`src/rtl/prio_cfg_pkg.sv`:
```
package prio_cfg_pkg;

  localparam int DATA_W = 8;
  localparam int BP_W   = 3;
  localparam int CNT_W  = 4;
  localparam int SEL_W  = 3;
  localparam int N_GRP  = 3;

  typedef enum logic [SEL_W-1:0] {
    SEL_MASK    = 3'd0,
    SEL_BP_G0   = 3'd1,
    SEL_BP_G1S  = 3'd2,
    SEL_BP_G1NS = 3'd3,
    SEL_CTRL    = 3'd4
  } reg_sel_e;

  function automatic int eff_pri_bits(input int cfg, input bit force8);
    if (force8)   return 8;
    if (cfg == 0) return 5;
    return cfg;
  endfunction

  function automatic int pre_of_pri(input int pri);
    return (pri == 8) ? 7 : pri;
  endfunction

  function automatic int min_bp_of(input int pre, input bit nonsecure);
    return 7 - pre + (nonsecure ? 1 : 0);
  endfunction

endpackage

```
`src/rtl/prio_rst_sync.sv`:
```
module prio_rst_sync #(
  parameter int STAGES = 2
) (
  input  logic clk,
  input  logic rst_n,
  output logic rst_sync_n
);
  logic [STAGES-1:0] chain_q;
  logic [STAGES-1:0] chain_d;

  always_comb chain_d = {chain_q[STAGES-2:0], 1'b1};

  always_ff @(posedge clk or negedge rst_n) begin
    if (!rst_n) chain_q <= '0;
    else        chain_q <= chain_d;
  end

  assign rst_sync_n = chain_q[STAGES-1];
endmodule

```
`src/rtl/prio_mask_reg.sv`:
```
module prio_mask_reg #(
  parameter int          DATA_W = 8,
  parameter logic [7:0]  KEEP   = 8'hF8
) (
  input  logic              clk,
  input  logic              rst_n,
  input  logic              wr_en,
  input  logic [DATA_W-1:0] wdata,
  output logic [DATA_W-1:0] q
);
  logic [DATA_W-1:0] q_d;

  always_comb begin
    q_d = q;
    if (wr_en) q_d = wdata & KEEP[DATA_W-1:0];
  end

  always_ff @(posedge clk or negedge rst_n) begin
    if (!rst_n)     q <= '0;
    else if (wr_en) q <= q_d;
  end

  // unimplemented low bits never hold a one
  assert_mask_low_clear_R4: assert property (@(posedge clk) disable iff (!rst_n)
    (q & ~KEEP[DATA_W-1:0]) == '0);

  // no write enable, no change
  assert_mask_hold_R9: assert property (@(posedge clk) disable iff (!rst_n)
    !wr_en |=> $stable(q));

  // a write lands on the next edge, filtered
  assert_mask_write_R4: assert property (@(posedge clk) disable iff (!rst_n)
    wr_en |=> q == ($past(wdata) & KEEP[DATA_W-1:0]));
endmodule

```
`src/rtl/prio_bp_reg.sv`:
```
module prio_bp_reg #(
  parameter int BP_W = 3,
  parameter int MIN  = 2
) (
  input  logic            clk,
  input  logic            rst_n,
  input  logic            wr_en,
  input  logic [BP_W-1:0] wdata,
  output logic [BP_W-1:0] q
);
  localparam logic [BP_W-1:0] FLOOR = BP_W'(MIN);

  logic [BP_W-1:0] q_d;

  always_comb begin
    q_d = q;
    if (wr_en) q_d = (wdata < FLOOR) ? FLOOR : wdata;
  end

  always_ff @(posedge clk or negedge rst_n) begin
    if (!rst_n)     q <= FLOOR;
    else if (wr_en) q <= q_d;
  end

  // value never below the group floor
  assert_bp_floor_R5: assert property (@(posedge clk) disable iff (!rst_n)
    q >= FLOOR);

  // no write enable, no change
  assert_bp_hold_R9: assert property (@(posedge clk) disable iff (!rst_n)
    !wr_en |=> $stable(q));

  // an in-range write is stored unchanged
  assert_bp_exact_R5: assert property (@(posedge clk) disable iff (!rst_n)
    (wr_en && wdata >= FLOOR) |=> q == $past(wdata));
endmodule

```
`src/rtl/prio_ctrl_word.sv`:
```
module prio_ctrl_word #(
  parameter int PRI = 5
) (
  output logic [7:0] word
);
  localparam logic [2:0] PRI_FIELD = 3'(PRI - 1);
  localparam logic [2:0] ID_FIELD  = 3'd1;

  always_comb begin
    word      = '0;
    word[2:0] = PRI_FIELD;
    word[6:4] = ID_FIELD;
    word[7]   = 1'b1;
  end
endmodule

```
`src/rtl/prio_cfg_regs.sv`:
```
module prio_cfg_regs
  import prio_cfg_pkg::*;
#(
  parameter int PRI_BITS_CFG = 0,
  parameter bit FORCE_EIGHT  = 1'b0
) (
  input  logic             clk,
  input  logic             rst_n,
  input  logic [SEL_W-1:0] i_sel,
  input  logic             i_we,
  input  logic [DATA_W-1:0] i_wdata,
  output logic [DATA_W-1:0] o_rdata,
  output logic [CNT_W-1:0] o_pri_bits,
  output logic [CNT_W-1:0] o_pre_bits,
  output logic [BP_W-1:0]  o_bp_g0,
  output logic [BP_W-1:0]  o_bp_g1s,
  output logic [BP_W-1:0]  o_bp_g1ns
);
  localparam int PRI    = eff_pri_bits(PRI_BITS_CFG, FORCE_EIGHT);
  localparam int PRE    = pre_of_pri(PRI);
  localparam int MIN_S  = min_bp_of(PRE, 1'b0);
  localparam int MIN_NS = min_bp_of(PRE, 1'b1);
  localparam logic [7:0] KEEP = 8'(8'hFF << (8 - PRI));

  // legal width window
  initial assert_pri_range_R1: assert (PRI >= 4 && PRI <= 8);

  logic rst_i_n;
  prio_rst_sync #(.STAGES(2)) u_rst (
    .clk(clk), .rst_n(rst_n), .rst_sync_n(rst_i_n)
  );

  logic             we_mask;
  logic [N_GRP-1:0] we_bp;

  always_comb begin
    we_mask = i_we && (i_sel == SEL_MASK);
    we_bp   = '0;
    we_bp[0] = i_we && (i_sel == SEL_BP_G0);
    we_bp[1] = i_we && (i_sel == SEL_BP_G1S);
    we_bp[2] = i_we && (i_sel == SEL_BP_G1NS);
  end

  logic [DATA_W-1:0] mask_q;
  prio_mask_reg #(.DATA_W(DATA_W), .KEEP(KEEP)) u_mask (
    .clk(clk), .rst_n(rst_i_n), .wr_en(we_mask), .wdata(i_wdata), .q(mask_q)
  );

  logic [BP_W-1:0] bp_q [N_GRP];
  for (genvar g = 0; g < N_GRP; g++) begin : g_bp
    prio_bp_reg #(.BP_W(BP_W), .MIN((g == 2) ? MIN_NS : MIN_S)) u_bp (
      .clk(clk), .rst_n(rst_i_n), .wr_en(we_bp[g]),
      .wdata(i_wdata[BP_W-1:0]), .q(bp_q[g])
    );
  end

  logic [DATA_W-1:0] ctrl_word;
  prio_ctrl_word #(.PRI(PRI)) u_ctrl (.word(ctrl_word));

  always_comb begin
    o_rdata = '0;
    case (i_sel)
      SEL_MASK:    o_rdata = mask_q;
      SEL_BP_G0:   o_rdata = {{(DATA_W-BP_W){1'b0}}, bp_q[0]};
      SEL_BP_G1S:  o_rdata = {{(DATA_W-BP_W){1'b0}}, bp_q[1]};
      SEL_BP_G1NS: o_rdata = {{(DATA_W-BP_W){1'b0}}, bp_q[2]};
      SEL_CTRL:    o_rdata = ctrl_word;
      default:     o_rdata = '0;
    endcase
  end

  assign o_pri_bits = CNT_W'(PRI);
  assign o_pre_bits = CNT_W'(PRE);
  assign o_bp_g0    = bp_q[0];
  assign o_bp_g1s   = bp_q[1];
  assign o_bp_g1ns  = bp_q[2];

  // non-secure group 1 floor sits one above the others
  assert_ns_above_R5: assert property (@(posedge clk) disable iff (!rst_i_n)
    o_bp_g1ns >= BP_W'(MIN_S + 1));

  // writes to the control code or unused codes leave registers alone
  assert_ignored_sel_R8: assert property (@(posedge clk) disable iff (!rst_i_n)
    (i_we && i_sel >= SEL_CTRL) |=> ($stable(mask_q) && $stable(o_bp_g0)
                                    && $stable(o_bp_g1s) && $stable(o_bp_g1ns)));
endmodule

```
`config.mk`:
```
export PLATFORM = sky130hd
export DESIGN_NAME = prio_cfg_regs
export DESIGN_NICKNAME = d
export VERILOG_FILES = /design/src/rtl/prio_cfg_pkg.sv /design/src/rtl/prio_rst_sync.sv /design/src/rtl/prio_mask_reg.sv /design/src/rtl/prio_bp_reg.sv /design/src/rtl/prio_ctrl_word.sv /design/src/rtl/prio_cfg_regs.sv
export SDC_FILE = /design/constraint.sdc
export NUM_CORES = 1
export LEC_CHECK = 0
export BUFFER_PORTS_ARGS = -buffer_cell sky130_fd_sc_hd__buf_4
export CAP_MARGIN = 20
export CORE_UTILIZATION = 41
export DETAILED_ROUTE_END_ITERATION = 12
export PLACE_DENSITY_LB_ADDON = 0.25
export SYNTH_ARGS = -nofsm -noshare
export SYNTH_HDL_FRONTEND = slang
export SYNTH_SLANG_ARGS = --single-unit
```
`constraint.sdc`:
```
create_clock -name clk -period 0.85 [get_ports clk]
set_input_delay 0.085 -clock clk [delete_from_list [all_inputs] [get_ports clk]]
set_output_delay 0.085 -clock clk [all_outputs]
set_load 0.1 [all_outputs]
```
### After elaboration in Yosys (flattened, before gate mapping)

Cells that the tools add are included.

* reductions and logical operators: 5
* mux-type cells: 3
* $lt $le $gt $ge: 2
* equal/unequal tests: 4

Operators with widths (number)
* $pmux 8 s5: 1
* $eq 3x2->1 const B: 2
* $lt 3x2->1 const B: 2
* $mux 3: 2
* $logic_and 1x1->1: 4
* $eq 3x1->1 const B: 1
* $eq 3x3->1 const B: 1
* $logic_not 3->1: 1

* input bits: 14
* flip-flop bits (word level): 16
* output and inout bits: 25
* logic and storage cells: 19

### Logic depth before layout (Yosys ltp)

Gate-level depths: netlist of the first run.

* depth in word-level cells: 2
* depth in mapped cells: 4
* gate-level depth less buffers: 3

### Hierarchy

Synthesis of the first run repeated with hierarchy kept, for this count alone.

* cells, all modules: 105
* area, all modules: 1053.5 um^2

By module, submodules not included
* prio_cfg_regs: seq. area each 0.0 um^2, area an instance 361.6 um^2, cells an instance 48, times used 1
* prio_bp_reg at g_bp[0].u_bp ...: seq. area each 76.3 um^2, area an instance 121.4 um^2, cells an instance 10, times used 2
* prio_mask_reg: seq. area each 125.1 um^2, area an instance 207.7 um^2, cells an instance 14, times used 1
* prio_bp_reg at g_bp[2].u_bp: seq. area each 77.6 um^2, area an instance 120.1 um^2, cells an instance 10, times used 1
* prio_ctrl_word: seq. area each 0.0 um^2, area an instance 67.6 um^2, cells an instance 10, times used 1
* prio_rst_sync: seq. area each 50.0 um^2, area an instance 53.8 um^2, cells an instance 3, times used 1

### Worst setup path after synthesis of the first run

Ideal clock, no wire load.

* path type: register to output
* from: register g_bp[1].u_bp.q[0]
* to: output port o_rdata[0]
* arrival: 3380 ps
* setup slack: -2615 ps
* buffers on the path: 0
* data required time: 765 ps
* cell stages (with the launch flop): 3
* cells stage by stage: dfrtp_1 -> mux2i_1 -> a211oi_1

* longest elaborated chain between the ends: 1

Ends and longest elaborated chain
* start: declaration: line prio_bp_reg.sv:9 `output logic [BP_W-1:0] q`
* start signal: assignment: line prio_bp_reg.sv:22 `else if (wr_en) q <= q_d;`
* $pmux 8 s5: line prio_cfg_regs.sv:62 `case (i_sel)`
* end: declaration: line prio_cfg_regs.sv:12 `output logic [DATA_W-1:0] o_rdata,`

No other way between the ends.

### Worst setup path in the final report of the first run

* from: register g_bp[2].u_bp.q[0]
* to: output port o_rdata[0]

* longest elaborated chain between the ends: 1

Ends and longest elaborated chain (line)
* start: declaration: prio_bp_reg.sv:9
* start signal: assignment: prio_bp_reg.sv:22
* $pmux 8 s5: prio_cfg_regs.sv:62

No other way between the ends.

==> results of run 1 <==
==> worst max-delay path, cell delays in order, from the launching register on <==
cell,delay [ns]
dfstp_4,0.65
mux2i_4,0.09
a211oi_4,0.26
buf_12,0.21
==> cell families after synthesis <==
family,share of synthesized area [%]
AO/OA/AOI/OAI,8.33
other,0.848
multiplexers,17.9
AND/OR/NAND/NOR,16.1
flip-flops,45.8
buffers and inverters,11.0
==> where the power goes <==
| part | switching (W) | internal [W] | total, W | leakage, nW |
|---|---|---|---|---|
| Combinational | 0.00161 | 0.00119 | 0.00280 | 0.659 |
| Clock | 0.000316 | 0.000262 | 0.000578 | 0.0210 |
| Sequential | 0.000159 | 0.000999 | 0.00116 | 0.181 |
==> final cells by class <==
cell class | count | area (sq um) | area share (%)
tap | 27 | 33.8 | 1.78
timing repair buffer | 68 | 826 | 43.5
inverter | 2 | 7.51 | 0.395
clock buffer | 4 | 36.3 | 1.91
multi-input combinational | 52 | 557 | 29.3
sequential | 16 | 439 | 23.1
==> synth_stat cells, drive strengths merged <==
cell type / n / area share (%)
a211oi: 2 / 1.7
nand4b: 1 / 2.7
buf: 11 / 10
o21a: 2 / 1.7
o21ai: 4 / 2.7
nor4b: 1 / 2.7
dfrtp: 12 / 34
and2: 3 / 2.1
nand2: 4 / 1.7
inv: 2 / 0.85
nor3: 1 / 0.56
nor2: 3 / 1.3
dfstp: 4 / 12
mux2: 9 / 12
a21oi: 4 / 2.3
nor2b: 2 / 1.4
and4bb: 2 / 3.7
conb: 2 / 0.85
mux2i: 5 / 5.6
==> per-stage QoR <==
| stage | cells | util, % | worst slack [ns] | hold slack (ns) | total power, W |
|---|---|---|---|---|---|
| 5_1_grt | 169 | 94.9 | -0.793 | -0.00107 | 0.00463 |
| 3_5_place_dp | 154 | 73.3 | -0.429 | -0.131 | 0.00313 |
| 2_1_floorplan | 81 | - | -1.04 | -0.211 | 0.00265 |
| 3_3_place_gp | 154 | 73.3 | -0.409 | -0.132 | 0.00308 |
| 6_report | 169 | 94.9 | -0.757 | 0.00171 | 0.00453 |
| 4_1_cts | 161 | 88.4 | -0.698 | 0.0234 | 0.00414 |
==> repair_timing <==
item / in CTS / in global routing
endpoints found under the hold margin: 2 / 0
hold buffers: 1 / 0
gates resized for setup: 62 / 22
setup endpoints to repair: 25 / 30
setup buffers: 3 / 12
pin swaps: 1 / 4
==> routing by layer <==
layer,global-route usage [%],up-vias
li1,-,371
met1,31.4,433
met2,55.6,46
met3,4.40,17
met4,7.84,0
met5,0,-
==> path summary, 6_finish.rpt <==
| check | startpoint | to | slack [ns] |
|---|---|---|---|
| hold / removal | i_wdata[3] | u_mask.q[3]$_DFFE_PN0P_ | 0.002 |
| setup reg to reg | g_bp[1].u_bp.q[2]$_DFFE_PN0P_ | g_bp[1].u_bp.q[2]$_DFFE_PN0P_ | -0.27 |
| min in group asynchronous | rst_n | u_rst.chain_q[1]$_DFF_PN0_ | 0.07 |
| setup / recovery | g_bp[2].u_bp.q[0]$_DFFE_PN1P_ | o_rdata[0] | -0.76 |
| max in group asynchronous | u_rst.chain_q[1]$_DFF_PN0_ | g_bp[0].u_bp.q[2]$_DFFE_PN0P_ | 0.30 |
| hold reg to reg | u_rst.chain_q[1]$_DFF_PN0_ | g_bp[0].u_bp.q[0]$_DFFE_PN0P_ | 0.12 |
==> sequential cells by signal (all words and copies together), names as in the netlist <==
register / cells
g_bp.u_bp.q: 9
u_rst.chain_q: 2
u_mask.q: 5
==> key figures, run 1 <==
Routing
  – Via count: approximately 870
  – Antenna Nets Post-Route: 0
  – Met1 wire length: between 1 and 1.5 mm
  – Via density: slightly above 5
  – Met2 WL post-DR: between 2 and 2.5 mm
  – Total Wirelength: about 3.8 mm
  – 1st-iter DRT viols: 16
  – Max layer used: met4
  – Wire length on met3: around 180 um
  – DR WL/cell: around 23 um
  – DR DRC count: 0
  – Drt first pass iters: 5

Clocking
  – Clk Latency, worst-skew pair: between 0.3 and 0.4 ns
  – Root buffer cell: clkbuf_4
  – CTS buffer count: 3
  – CTS tree: yes
  – Clk sink count: 16
  – Clock transition at path regs: about 0.11 ns
  – H-tree Lvls: 1
  – CTS max path bufs: 2

Outcome
  – Failing checks: setup timing
  – Outcome: complete, but fails checks

Power and ir drop
  – Max VDD drop: between 2 and 2.5 mV
  – Pleak: about 0.86 nW
  – PD cells: 2390 nW/um^2

Min path
  – Hold Crit Class: input port to register
  – Hold-critical path depth: 2

Yosys
  – FF+latch count, synth: 16
  – Distinct cells, synth: 22
  – Synthesized area per cell: roughly 12 sq um
  – Post-Syn Instances: 74
  – Synthesized cell area: 886 sq um
  – Sequential share of the synthesized area: 45.8%
  – Synth warnings: 0

Run
  – Max-Cap Viols: 0

Timing
  – Minimum clock period: 1.61 ns
  – Final setup margin: -0.757 ns
  – Fin. max-slew vios: 0
  – Fin. Hold Viols: 0
  – Skew final: 0.0117 ns
  – Final Cycle Share: 189%
  – Unrepaired setup endpoints after global routing: true
  – Max Clock Freq: ~620 MHz
  – Final setup viols: 30
  – Final TNS setup: -9.52 ns

Worst setup path
  – Setup CP Type: register to output port
  – Register-to-Register Path Depth: 3
  – Crit-path max FO: 2
  – CP endpoint kind: output port
  – Worst EP required: 0.76 ns
  – CP startpoint kind: register
  – Arrival time at the worst endpoint: approximately 1.5 ns

Floorplanning
  – Die W: between 40 and 50 um
  – Cell Rows: 16
  – Initial core utilization: 44.3%
  – Die ar.: roughly 2400 sq um
  – Die H: roughly 48 um
  – Core Box Area: between 2000 and 2500 sq um
  – I/O Pins: 39

Layout
  – Layout area overhead: 114%
  – Most common cell after layout, fill and taps aside: buf_4
  – Final instance area: 1900 sq um
  – # fillers: 49
  – Layout cell share with drive strength beyond 1: approximately 80%
  – Most frequent cells in the layout: 29 x buf_4, 19 x buf_12, 18 x buf_6, 9 x mux2_4, 9 x conb_1
  – Final net count: 157
  – Antenna diodes: 0

GRT
  – Pin count of the biggest net entering global routing: 11
  – First-pass GRT wire length: 4.87 mm
  – Total gr overflow: 0
  – Vias in the first global route: 906
  – Initial antenna violation count: 0
  – GRT Total Usage: between 20% and 30%

Place
  – Area after DPL: between 1000 and 1500 sq um
  – # port buffers: 30
  – Routability cong.: just over 0.7
  – Final HPWL DP: around 1.7 mm
Note: power is estimated with default switching activity, not from simulation.
==> inputs of run 2 (changes only) <==
--- a/config.mk
+++ b/config.mk
@@ -10,6 +10,7 @@
 export CORE_UTILIZATION = 41
 export DETAILED_ROUTE_END_ITERATION = 12
 export PLACE_DENSITY_LB_ADDON = 0.25
+export SKIP_LAST_GASP = 1
 export SYNTH_ARGS = -nofsm -noshare
 export SYNTH_HDL_FRONTEND = slang
 export SYNTH_SLANG_ARGS = --single-unit
==> run 2 against run 1 <==
Net effect: the run still ends with setup timing left; non-clock buffer count shrank 1; sequential power barely moved; worst hold slack better by 0.0025 ns; highest routed layer unchanged.
==> key figures, run 2 (synthesis gave the netlist of run 1 again) <==
Worst setup path
  – CP startpoint kind: register
  – Crit-path slowest cell: dfstp_4
  – CP delay by family, top: flip-flops
  – Arrival time at the worst endpoint: 1.51 ns (about the same)
  – Buffers & Inverters on Critical Path: 1 (unchanged)
  – Crit-path max cell delay: 0.66 ns (about the same)
  – Crit-path max FO: 2 (unchanged)
  – CP endpoint kind: output port
  – CP Cell Sequence: mux2i_4 -> a211oi_4 -> buf_12
  – Worst EP required: 0.76 ns (about the same)
  – Setup CP Type: register to output port

Routing
  – Antenna Nets Post-Route: 0 (unchanged)
  – Met1 wire length: 1.42 mm (+1.7%)
  – Via count: 854 (-1.5%)
  – 1st-iter DRT viols: 6 (-10)
  – Via density: 5.08 (-0.91%)
  – Max layer used: met4
  – Total Wirelength: 3.70 mm (-3.8%)
  – DR DRC count: 0 (unchanged)
  – Met2 WL post-DR: 2.04 mm (-0.97%)
  – Wire length on met3: 134 um (-26%)
  – Drt first pass iters: 4 (-1)
  – DR WL/cell: 22.0 um (-3.2%)

Clocking
  – H-tree Lvls: 1 (unchanged)
  – Root buffer cell: clkbuf_4
  – CTS buffer count: 3 (unchanged)
  – Clk sink count: 16 (unchanged)
  – CTS tree: yes
  – CTS max path bufs: 2 (unchanged)
  – Clk Latency, worst-skew pair: 0.31 ns (about the same)
  – Clock transition at path regs: 0.11 ns (about the same)

Min path
  – Hold Crit Class: input port to register

GRT
  – First-pass GRT wire length: 4.82 mm (-1.1%)
  – Vias in the first global route: 890 (-1.8%)
  – Total gr overflow: 0 (unchanged)
  – Pin count of the biggest net entering global routing: 11 (unchanged)
  – GRT Total Usage: 28.1% (-0.34 points)
  – Initial antenna violation count: 0 (unchanged)

Timing
  – Final setup viols: 29 (-3.3%)
  – Fin. max-slew vios: 0 (unchanged)
  – Fin. Hold Viols: 0 (unchanged)
  – Minimum clock period: 1.60 ns (-0.00830 ns)
  – Final setup margin: -0.749 ns (+0.00830 ns)
  – Skew final: 0.00219 ns (-0.00946 ns)
  – Unrepaired setup endpoints after global routing: true
  – Max Clock Freq: 626 MHz (+0.52%)
  – Final Cycle Share: 188% (-0.98 points)

Layout
  – Area of the multi-input gates: 557 sq um (unchanged)
  – Non-Filler Instances: 168 (-0.59%)
  – Layout area overhead: 113%
  – # fillers: 53 (+8.2%)
  – Most frequent cells in the layout: 30 x buf_4, 19 x buf_12, 16 x buf_6, 9 x mux2_4, 9 x conb_1
  – Most common cell after layout, fill and taps aside: buf_4
  – Layout cell share with drive strength beyond 1: 80.1% (-0.14 points)
  – Post-layout util: 94.1% (-0.75 points)
  – Max FFs per register: 9 (unchanged)
  – Top reg by flops: g_bp.u_bp.q
  – Final net count: 156 (-0.64%)
  – Largest regs: g_bp.u_bp.q: 9 flops, u_mask.q: 5 flops, u_rst.chain_q: 2 flops
  – Final instance area: 1880 sq um (-0.79%)
  – FF+latch area: 439 sq um (unchanged)
  – Antenna diodes: 0 (unchanged)

Floorplanning
  – I/O Pins: 39 (unchanged)
  – Initial core utilization: 44.3% (unchanged)
  – Die ar.: 2350 sq um (unchanged)
  – Core Box Area: 2000 sq um (unchanged)
  – Cell Rows: 16 (unchanged)
  – Die W: 48.5 um (unchanged)
  – Die H: 48.5 um (unchanged)

Place
  – Routability cong.: 0.727 (unchanged)
  – Place WS: -0.429 ns (unchanged)
  – Post-Place Cells: 154 (unchanged)
  – Final HPWL DP: 1.72 mm (unchanged)
  – Area after DPL: 1470 sq um (unchanged)
  – # port buffers: 30 (unchanged)

Outcome
  – Failing checks: setup timing
  – Outcome: complete, but fails checks

Power and ir drop
  – PD cells: 2370 nW/um^2 (-0.52%)
  – Pleak: 0.854 nW (-0.84%)
  – Max VDD drop: 2.06 mV (-2.7%)

Run
  – Max-Cap Viols: 0 (unchanged)
==> run 2: cell types whose count changed in the layout (fill, tap and decap cells not counted) <==
cell and change:
buf_4 +1, buf_6 -2
==> run 2: routing by layer <==
layer  vias to the layer above  global-route usage, %
met5                         -                      0
met4                         0                   7.84
met3                         8                   4.40
met2                        33                   54.7
met1                       439                   31.2
li1                        374                      -
==> run 2: power breakdown <==
part           switching (W)  internal, W
clock network       0.000299     0.000262
registers           0.000161     0.000999
logic                0.00159      0.00116
total                0.00205      0.00242
==> run 2: metrics by stage <==
stage | hold WS, ns | setup TNS, ns | total power, W
floorplan | -0.211 | -4.86 | 0.00265
global placement | -0.132 | -6.85 | 0.00308
detailed placement | -0.131 | -7.38 | 0.00313
CTS | 0.0234 | -7.68 | 0.00414
global route | 0.000286 | -9.86 | 0.00458
finish | 0.00419 | -9.24 | 0.00447
==> run 2: what timing repair did <==
action,4_1_cts,5_1_grt
setup endpoints to repair,25,30
pin swaps,1,4
hold buffers,1,0
buffers inserted,3,11
resized for setup,60,22
endpoints found under the hold margin,2,0
==> run 2: layout make-up <==
| type | instances | area share (%) |
|---|---|---|
| well taps | 27 | 1.79 |
| inverters | 2 | 0.398 |
| clock buffers | 4 | 1.93 |
| repair buffers | 67 | 43.0 |
| flip-flops and latches | 16 | 23.3 |
| multi-input cells | 52 | 29.5 |
==> run 2: final timing paths <==
check | cells after the start | slack [ns] | start | endpoint
min | 2 | 0.004 | i_wdata[4] | u_mask.q[4]$_DFFE_PN0P_
max reg2reg | 3 | -0.27 | g_bp[1].u_bp.q[2]$_DFFE_PN0P_ | g_bp[1].u_bp.q[2]$_DFFE_PN0P_
max in group asynchronous | 1 | 0.30 | u_rst.chain_q[1]$_DFF_PN0_ | g_bp[1].u_bp.q[2]$_DFFE_PN0P_
max | 3 | -0.75 | g_bp[2].u_bp.q[0]$_DFFE_PN1P_ | o_rdata[0]
min in group asynchronous | 2 | 0.10 | rst_n | u_rst.chain_q[0]$_DFF_PN0_
min reg2reg | 0 | 0.11 | u_rst.chain_q[1]$_DFF_PN0_ | g_bp[1].u_bp.q[0]$_DFFE_PN0P_
